`config.mk`:
```
export PLATFORM = sky130hd
export DESIGN_NAME = dual_slope_pfd
export DESIGN_NICKNAME = d
export VERILOG_FILES = /design/src/rtl/dual_slope_pfd.sv
export SDC_FILE = /design/constraint.sdc
export NUM_CORES = 1
export LEC_CHECK = 0
export BUFFER_PORTS_ARGS = -buffer_cell sky130_fd_sc_hd__buf_4
export CORE_ASPECT_RATIO = 0.6
export CORE_MARGIN = 3
export CORE_UTILIZATION = 38
export DETAILED_ROUTE_END_ITERATION = 6
export PLACE_DENSITY_LB_ADDON = 0.2
export SYNTH_ARGS = -nofsm -noshare
export SYNTH_HDL_FRONTEND = slang
export SYNTH_SLANG_ARGS = --single-unit
```
`constraint.sdc`:
```
create_clock -name clk -period 3.8 [get_ports clk]
set_input_delay 0.57 -clock clk [delete_from_list [all_inputs] [get_ports clk]]
set_output_delay 0.57 -clock clk [all_outputs]
set_load 0.1 [all_outputs]
```
`src/rtl/dual_slope_pfd.sv`:
```
module dual_slope_pfd #(
  parameter int SYNC_STAGES = 2,
  parameter int THR_W       = 8,
  parameter int COARSE_GAIN = 4,
  parameter int DRIVE_W     = 4
) (
  input  logic                      clk,
  input  logic                      rst_n,
  input  logic                      ref_in,
  input  logic                      fb_in,
  input  logic [THR_W-1:0]          thresh,
  output logic                      lead_fine,
  output logic                      lag_fine,
  output logic                      lead_coarse,
  output logic                      lag_coarse,
  output logic signed [DRIVE_W-1:0] net_drive
);

  localparam logic [THR_W-1:0] CNT_MAX = {THR_W{1'b1}};
  localparam logic [THR_W-1:0] THR_MIN = THR_W'(1);

  logic [SYNC_STAGES-1:0] ref_sync, fb_sync;
  logic ref_last, fb_last;

  always_ff @(posedge clk or negedge rst_n)
    if (!rst_n) begin
      ref_sync <= '0;
      fb_sync  <= '0;
      ref_last <= 1'b0;
      fb_last  <= 1'b0;
    end else begin
      ref_sync <= {ref_sync[SYNC_STAGES-2:0], ref_in};
      fb_sync  <= {fb_sync[SYNC_STAGES-2:0], fb_in};
      ref_last <= ref_sync[SYNC_STAGES-1];
      fb_last  <= fb_sync[SYNC_STAGES-1];
    end

  wire ref_rise = ref_sync[SYNC_STAGES-1] & ~ref_last;
  wire fb_rise  = fb_sync[SYNC_STAGES-1] & ~fb_last;

  wire up_set = lead_fine | ref_rise;
  wire dn_set = lag_fine  | fb_rise;
  wire clear  = up_set & dn_set;

  wire [THR_W-1:0] thr_eff = (thresh == '0) ? THR_MIN : thresh;

  logic [THR_W-1:0] elapsed;
  wire  [THR_W-1:0] elapsed_nx = (elapsed == CNT_MAX) ? elapsed : elapsed + THR_W'(1);
  wire              over_thr   = elapsed_nx >= thr_eff;

  always_ff @(posedge clk or negedge rst_n)
    if (!rst_n) begin
      lead_fine   <= 1'b0;
      lag_fine    <= 1'b0;
      lead_coarse <= 1'b0;
      lag_coarse  <= 1'b0;
      elapsed     <= '0;
    end else if (clear) begin
      lead_fine   <= 1'b0;
      lag_fine    <= 1'b0;
      lead_coarse <= 1'b0;
      lag_coarse  <= 1'b0;
      elapsed     <= '0;
    end else begin
      lead_fine   <= up_set;
      lag_fine    <= dn_set;
      lead_coarse <= lead_coarse | (lead_fine & over_thr);
      lag_coarse  <= lag_coarse  | (lag_fine  & over_thr);
      if (lead_fine | lag_fine) elapsed <= elapsed_nx;
    end

  wire signed [DRIVE_W-1:0] fine_term =
    DRIVE_W'($signed({1'b0, lead_fine}) - $signed({1'b0, lag_fine}));
  wire signed [DRIVE_W-1:0] coarse_term =
    DRIVE_W'(($signed({1'b0, lead_coarse}) - $signed({1'b0, lag_coarse})) * COARSE_GAIN);
  assign net_drive = fine_term + coarse_term;

  assert_no_overlap_R3: assert property (@(posedge clk) disable iff (!rst_n)
    !(lead_fine && lag_fine));

  assert_lead_coarse_inside_R4: assert property (@(posedge clk) disable iff (!rst_n)
    lead_coarse |-> lead_fine);

  assert_lag_coarse_inside_R4: assert property (@(posedge clk) disable iff (!rst_n)
    lag_coarse |-> lag_fine);

  assert_coarse_after_fine_R4: assert property (@(posedge clk) disable iff (!rst_n)
    $rose(lead_fine) |-> !lead_coarse);

  assert_same_cycle_silent_R7: assert property (@(posedge clk) disable iff (!rst_n)
    (ref_rise && fb_rise && !lead_fine && !lag_fine) |=> (!lead_fine && !lag_fine));

  assert_drive_sign_R6: assert property (@(posedge clk) disable iff (!rst_n)
    lead_fine |-> (net_drive > 0));

endmodule

```
==> flow_metrics.env, run 1 <==
export IMPL_register_area_um2=450
export IMPL_power_leakage_nw=0.672
export IMPL_drcViolationCount=0
export IMPL_nets=165
export IMPL_cts_hold_buf=0
export IMPL_crit_path_end_kind="flop"
export IMPL_cts_tree="built"
export IMPL_clk_latency_ns=0.25
export IMPL_rows=14
export IMPL_setup_violations=0
export IMPL_multiInputGateArea_um2=656
export IMPL_period_needed_ns=2.78
export IMPL_clockRootBuffer="clkbuf_8"
export IMPL_layout_common_cells="19 x buf_4, 18 x dfrtp_1, 13 x inv_1, 11 x ha_1, 10 x a21oi_1"
export IMPL_vias=913
export IMPL_syn_area_um2=1170
export IMPL_worstSetupStartpointType="flop"
export IMPL_htreeDepth=1
export IMPL_synthCells=120
export IMPL_clk_path_buf_depth=2
export IMPL_dp_slack_ns=1.05
export IMPL_rsz0062_at_grt="no"
export IMPL_grt_usage_pct=13.2
export IMPL_slew_headroom_pct=71.9
export IMPL_final_max_slew_viol_count=0
export IMPL_first_pass_iters=4
export IMPL_fp_coreArea_um2=2720
export IMPL_path_cells="ha_1, nand2_1, nor3_4, mux2_2, ha_1, a2111o_1, a311oi_1, nor3_1"
export IMPL_path_clk_slew_ns=0.07
export IMPL_die_y_um=48.9
export IMPL_grt_max_degree=19
export IMPL_grt_overflow=0
export IMPL_drt_iter0_markers=14
export IMPL_hold_viol_final=0
export IMPL_path_max_fanout=7
export IMPL_diodes=0
export IMPL_fill_cells=254
export IMPL_drive_gt1_share_pct=23.6
export IMPL_worstMarginPinSlew_ns=0.422
export IMPL_postRouteAntennaNets=0
export IMPL_io_pins=20
export IMPL_use_met3_pct=3.87
export IMPL_final_common_cell="buf_4"
export IMPL_grt_pass1_vias=887
export IMPL_fin_crit_sh_pct=73.2
export IMPL_cpMostUsedCell="ha_1"
export IMPL_vdd_drop_max_uv=423
export IMPL_status="finished clean"
export IMPL_required_ns=3.92
export IMPL_max_stage_delay_ns=0.47
export IMPL_cts_setup_buffers=0
export IMPL_area_growth_syn_to_layout_pct=20.2
export IMPL_cts_resized=0
export IMPL_syn_nets=144
export IMPL_use_met1_pct=19.4
export IMPL_hpwl_um=1870
export IMPL_crit_arrival_ns=2.91
export IMPL_ys_warn_count=0
export IMPL_grt_busiest_layer="met2"
export IMPL_fin_worst_skew_ns=0.00130
export IMPL_antenna_found_initial=0
export IMPL_cap_violations=0
export IMPL_die_x_um=77.6
export IMPL_cp_slowest_cell="dfrtp_1"
export IMPL_hold_class="in2async"
export IMPL_dieArea_um2=3790
export IMPL_initial_core_util_pct=43.0
export IMPL_vias_per_cell=5.07
export IMPL_avgSynthCellArea_um2=9.73
export IMPL_fmax_mhz=359
export IMPL_power_density_nw_per_um2=493
export IMPL_cts_sinks=18
export IMPL_synth_seq_cells=18
export IMPL_setup_tns_final_ns=0
export IMPL_criticalPathCategory="reg2reg"
export IMPL_numCtsBuffers=3
export IMPL_numPortBuffers=19
export IMPL_synth_cell_types=38
export IMPL_wirelength_um=2380
export IMPL_grt_pass1_wl_um=4000
export IMPL_worst_slack_ns=1.02
export IMPL_place_congestion=0.824
export IMPL_ys_seq_area_share_pct=38.6
export IMPL_use_met2_pct=20.1
export IMPL_wl_per_cell_um=13.2
-- cells by family after synthesis --
| kind of cell | after synthesis | share of synthesized area [%] |
|---|---|---|
| buffers and inverters | 16 | 5.25 |
| adder cells (fa/ha/maj) | 12 | 13.5 |
| AO/OA/AOI/OAI | 27 | 16.8 |
| flip-flops | 18 | 38.6 |
| XOR/XNOR | 4 | 3.00 |
| multiplexers | 3 | 2.79 |
| AND/OR/NAND/NOR | 40 | 20.0 |
-- path summary, 6_finish.rpt --
path / slack, ns / cells after the start / from / endpoint
max: 1.02 / 8 / elapsed[0]$_DFFE_PN0P_ / lag_coarse$_DFF_PN0_
min: 0.17 / 1 / rst_n / lag_fine$_DFF_PN0_
max reg2reg: 1.02 / 8 / elapsed[0]$_DFFE_PN0P_ / lag_coarse$_DFF_PN0_
min reg2reg: 0.35 / 0 / fb_sync[0]$_DFF_PN0_ / fb_sync[1]$_DFF_PN0_
max in group asynchronous: 3.43 / 1 / rst_n / elapsed[6]$_DFFE_PN0P_
min in group clk: 0.35 / 0 / fb_sync[0]$_DFF_PN0_ / fb_sync[1]$_DFF_PN0_
-- synthesized netlist by cell type (all sizes together) --
library cell	n	area (µm²)
a2111o	1	11.3
a2111oi	1	27.5
a211oi	1	7.51
a21oi	10	50.1
a311oi	3	26.3
a31oi	1	6.26
a41o	1	10.0
and3	2	13.8
and4	1	11.3
buf	1	5.00
clkbuf	2	7.51
dfrtp	18	450
fa	1	20.0
ha	11	138
inv	13	48.8
mux2	2	22.5
mux2i	1	10.0
nand2	9	36.3
nand2b	2	12.5
nand3	3	32.5
nor2	8	30.0
nor2b	4	27.5
nor3	8	51.3
nor4	2	12.5
o21a	1	7.51
o21ai	5	25.0
o22a	1	8.76
o2bb2ai	1	8.76
o31ai	1	7.51
or3	1	6.26
xnor2	2	17.5
xor2	2	17.5
-- state kept, by name (all words and copies together), names as in the netlist --
register     flops
elapsed          8
fb_last          1
fb_sync          2
lag_coarse       1
lag_fine         1
lead_coarse      1
lead_fine        1
ref_last         1
ref_sync         2
-- worst max-delay path, delay by kind of cell (launching register included) --
family                     cells  cell delay (ns)
muxes                          1             0.38
adders and majority gates      2             0.62
and+or+nand+nor                3             0.52
AOI/OAI and AO/OA              2             0.65
DFF                            1             0.47
-- through the flow --
step	power, mW	utilization (%)	std cells	instance area, µm²	hold slack (ns)
3_3_place_gp	0.534	49.6	176	1350	0.337
3_5_place_dp	0.537	49.6	176	1350	0.339
2_1_floorplan	0.474	-	120	1170	0.274
6_report	0.692	51.7	180	1400	0.175
5_1_grt	0.735	51.7	180	1400	0.185
4_1_cts	0.697	51.7	180	1400	0.177
-- area by class of cell --
class / instances / share of cell area [%]
Multi-Input combinational cell: 86 / 46.7
Sequential cell: 18 / 32.1
Timing Repair Buffer: 19 / 10.2
Clock buffer: 4 / 3.93
Tap cell: 40 / 3.57
Inverter: 13 / 3.48
-- report_power, final --
group / switching, mW / internal, mW
clock network: 0.0644 / 0.0920
logic: 0.186 / 0.0979
registers: 0.0377 / 0.214
total: 0.288 / 0.404
-- routing by layer --
metal | part of all wire (%) | up-vias
li1 | - | 467
met1 | 53 | 433
met2 | 43 | 13
met3 | 3.6 | 0
met4 | 0 | 0
met5 | 0 | -
Power figures use the tool's default switching activity.
==> run 2, diff against run 1 <==
==> constraint.sdc (replaced) <==
create_clock -name clk -period 2.7 [get_ports clk]
set_input_delay 0.405 -clock clk [delete_from_list [all_inputs] [get_ports clk]]
set_output_delay 0.405 -clock clk [all_outputs]
set_load 0.1 [all_outputs]
==> run 2 against run 1 <==
Against the previous run: global-route usage increased by 0.84 points; clock skew increased by 0.0027 ns; die area unchanged; final cell count increased by 2.8%; final area increased by 3.3%; combinational power increased by 61%; critical path depth unchanged; flip-flop and latch count unchanged; worst setup slack got worse by 0.88 ns; critical path type unchanged; largest power group unchanged.
==> flow_metrics.env, run 2 (same netlist as run 1, synthesis figures left out) <==
export IMPL_fin_worst_skew_ns=0.00404
export IMPL_drt_iter0_markers=60
export IMPL_cp_depth=8
export IMPL_clk_latency_ns=0.25
export IMPL_io_pins=20
export IMPL_drcViolationCount=0
export IMPL_vias=951
export IMPL_cts_sinks=18
export IMPL_area_growth_syn_to_layout_pct=24.1
export IMPL_grt_max_degree=19
export IMPL_dp_slack_ns=0.129
export IMPL_required_ns=2.82
export IMPL_cts_tree="built"
export IMPL_cts_resized=0
export IMPL_crit_arrival_ns=2.68
export IMPL_rrSetupSlack_ns=0.14
export IMPL_max_stage_delay_ns=0.43
export IMPL_path_cells="ha_1, nand2_1, nor3_4, mux2_2, ha_1, a2111o_1, a311oi_1, nor3_1"
export IMPL_hold_viol_final=0
export IMPL_path_max_fanout=4
export IMPL_grt_pass1_wl_um=4230
export IMPL_period_needed_ns=2.56
export IMPL_drive_gt1_share_pct=29.0
export IMPL_power_leakage_nw=0.686
export IMPL_cp_endpoint="lead_coarse$_DFF_PN0_"
export IMPL_fin_crit_sh_pct=94.9
export IMPL_rows=14
export IMPL_status="finished clean"
export IMPL_r2r_start="elapsed[1]$_DFFE_PN0P_"
export IMPL_initial_core_util_pct=43.0
export IMPL_largest_register_ffs=8
export IMPL_crit_family="compound AO/OA/AOI/OAI gates"
export IMPL_regMostFlops="elapsed"
export IMPL_final_common_cell="buf_4"
export IMPL_dieArea_um2=3790
export IMPL_final_max_slew_viol_count=0
export IMPL_die_y_um=48.9
export IMPL_worst_slack_ns=0.137
export IMPL_grt_overflow=0
export IMPL_fmax_mhz=390
export IMPL_first_pass_iters=4
export IMPL_hpwl_um=1960
export IMPL_cp_startpoint="elapsed[1]$_DFFE_PN0P_"
export IMPL_die_x_um=77.6
export IMPL_worstMarginPinSlew_ns=0.399
export IMPL_nets=170
export IMPL_numPortBuffers=19
export IMPL_rr_endpoint="lead_coarse$_DFF_PN0_"
export IMPL_path_buf_inv=0
export IMPL_clockRootBuffer="clkbuf_8"
export IMPL_antenna_found_initial=0
export IMPL_rr_worst_depth=8
export IMPL_hold_class="in2async"
export IMPL_power_density_nw_per_um2=699
export IMPL_worstSetupStartpointType="flop"
export IMPL_cp_slowest_cell="dfrtp_1"
export IMPL_utilization_pct=53.4
export IMPL_numCtsBuffers=3
export IMPL_fp_coreArea_um2=2720
export IMPL_postRouteAntennaNets=0
export IMPL_criticalPathCategory="reg2reg"
export IMPL_path_clk_slew_ns=0.07
export IMPL_clk_path_buf_depth=2
export IMPL_cpMostUsedCell="ha_1"
export IMPL_wirelength_um=2510
export IMPL_top_regs="elapsed (8), fb_sync (2), ref_sync (2)"
export IMPL_grt_usage_pct=14.1
export IMPL_layout_common_cells="24 x buf_4, 16 x dfrtp_1, 12 x inv_1, 10 x a21oi_1, 10 x ha_1"
export IMPL_diodes=0
export IMPL_cap_violations=0
export IMPL_place_congestion=0.839
export IMPL_vias_per_cell=5.14
export IMPL_wl_per_cell_um=13.6
export IMPL_grt_pass1_vias=877
export IMPL_slew_headroom_pct=73.4
export IMPL_setup_violations=0
export IMPL_crit_path_end_kind="flop"
export IMPL_htreeDepth=1
export IMPL_vdd_drop_max_uv=367
export IMPL_setup_tns_final_ns=0
[run 2: layout make-up]
cell class                 count  area (µm²)
fill                         249        1270
multi-input combinational     86         658
sequential                    18         453
timing repair buffer          24         180
clock buffer                   4        55.1
inverter                      13        52.6
tap                           40        50.0
[run 2: through the flow]
stage / instance area [µm²] / power, mW / hold WS (ns) / instances
2_1_floorplan: 1180 / 0.673 / 0.109 / 120
4_1_cts: 1440 / 1.01 / 0.0185 / 184
6_report: 1450 / 1.01 / 0.00679 / 185
3_5_place_dp: 1390 / 0.793 / 0.288 / 180
5_1_grt: 1450 / 1.08 / 0.0205 / 185
3_3_place_gp: 1390 / 0.792 / 0.287 / 180
[run 2: layer usage]
| layer | GRT usage, % | routed length [µm] | up-vias |
|---|---|---|---|
| li1 | - | - | 480 |
| met1 | 21.8 | 1290 | 454 |
| met2 | 19.3 | 1100 | 17 |
| met3 | 4.24 | 125 | 0 |
| met4 | 1.78 | 0 | 0 |
| met5 | 0 | 0 | - |
[run 2: what timing repair did]
item / CTS / global route
buffers inserted: 0 / 1
hold buffers: 0 / 0
endpoints found under the setup margin: 0 / 2
[run 2: worst min path at each step]
stage	start	to	depth (start not counted)
finish	rst_n	elapsed[6]$_DFFE_PN0P_	1
global route	rst_n	ref_last$_DFF_PN0_	1
CTS	rst_n	elapsed[6]$_DFFE_PN0P_	1
detailed placement	rst_n	elapsed[6]$_DFFE_PN0P_	1
global placement	rst_n	elapsed[6]$_DFFE_PN0P_	1
floorplan	rst_n	elapsed[0]$_DFFE_PN0P_	0
[run 2: report_power, final]
part	leakage [nW]	internal [mW]	total, mW	switching (mW)
Clock	0.0288	0.129	0.218	0.0885
Combinational	0.428	0.163	0.458	0.295
Sequential	0.229	0.303	0.337	0.0338
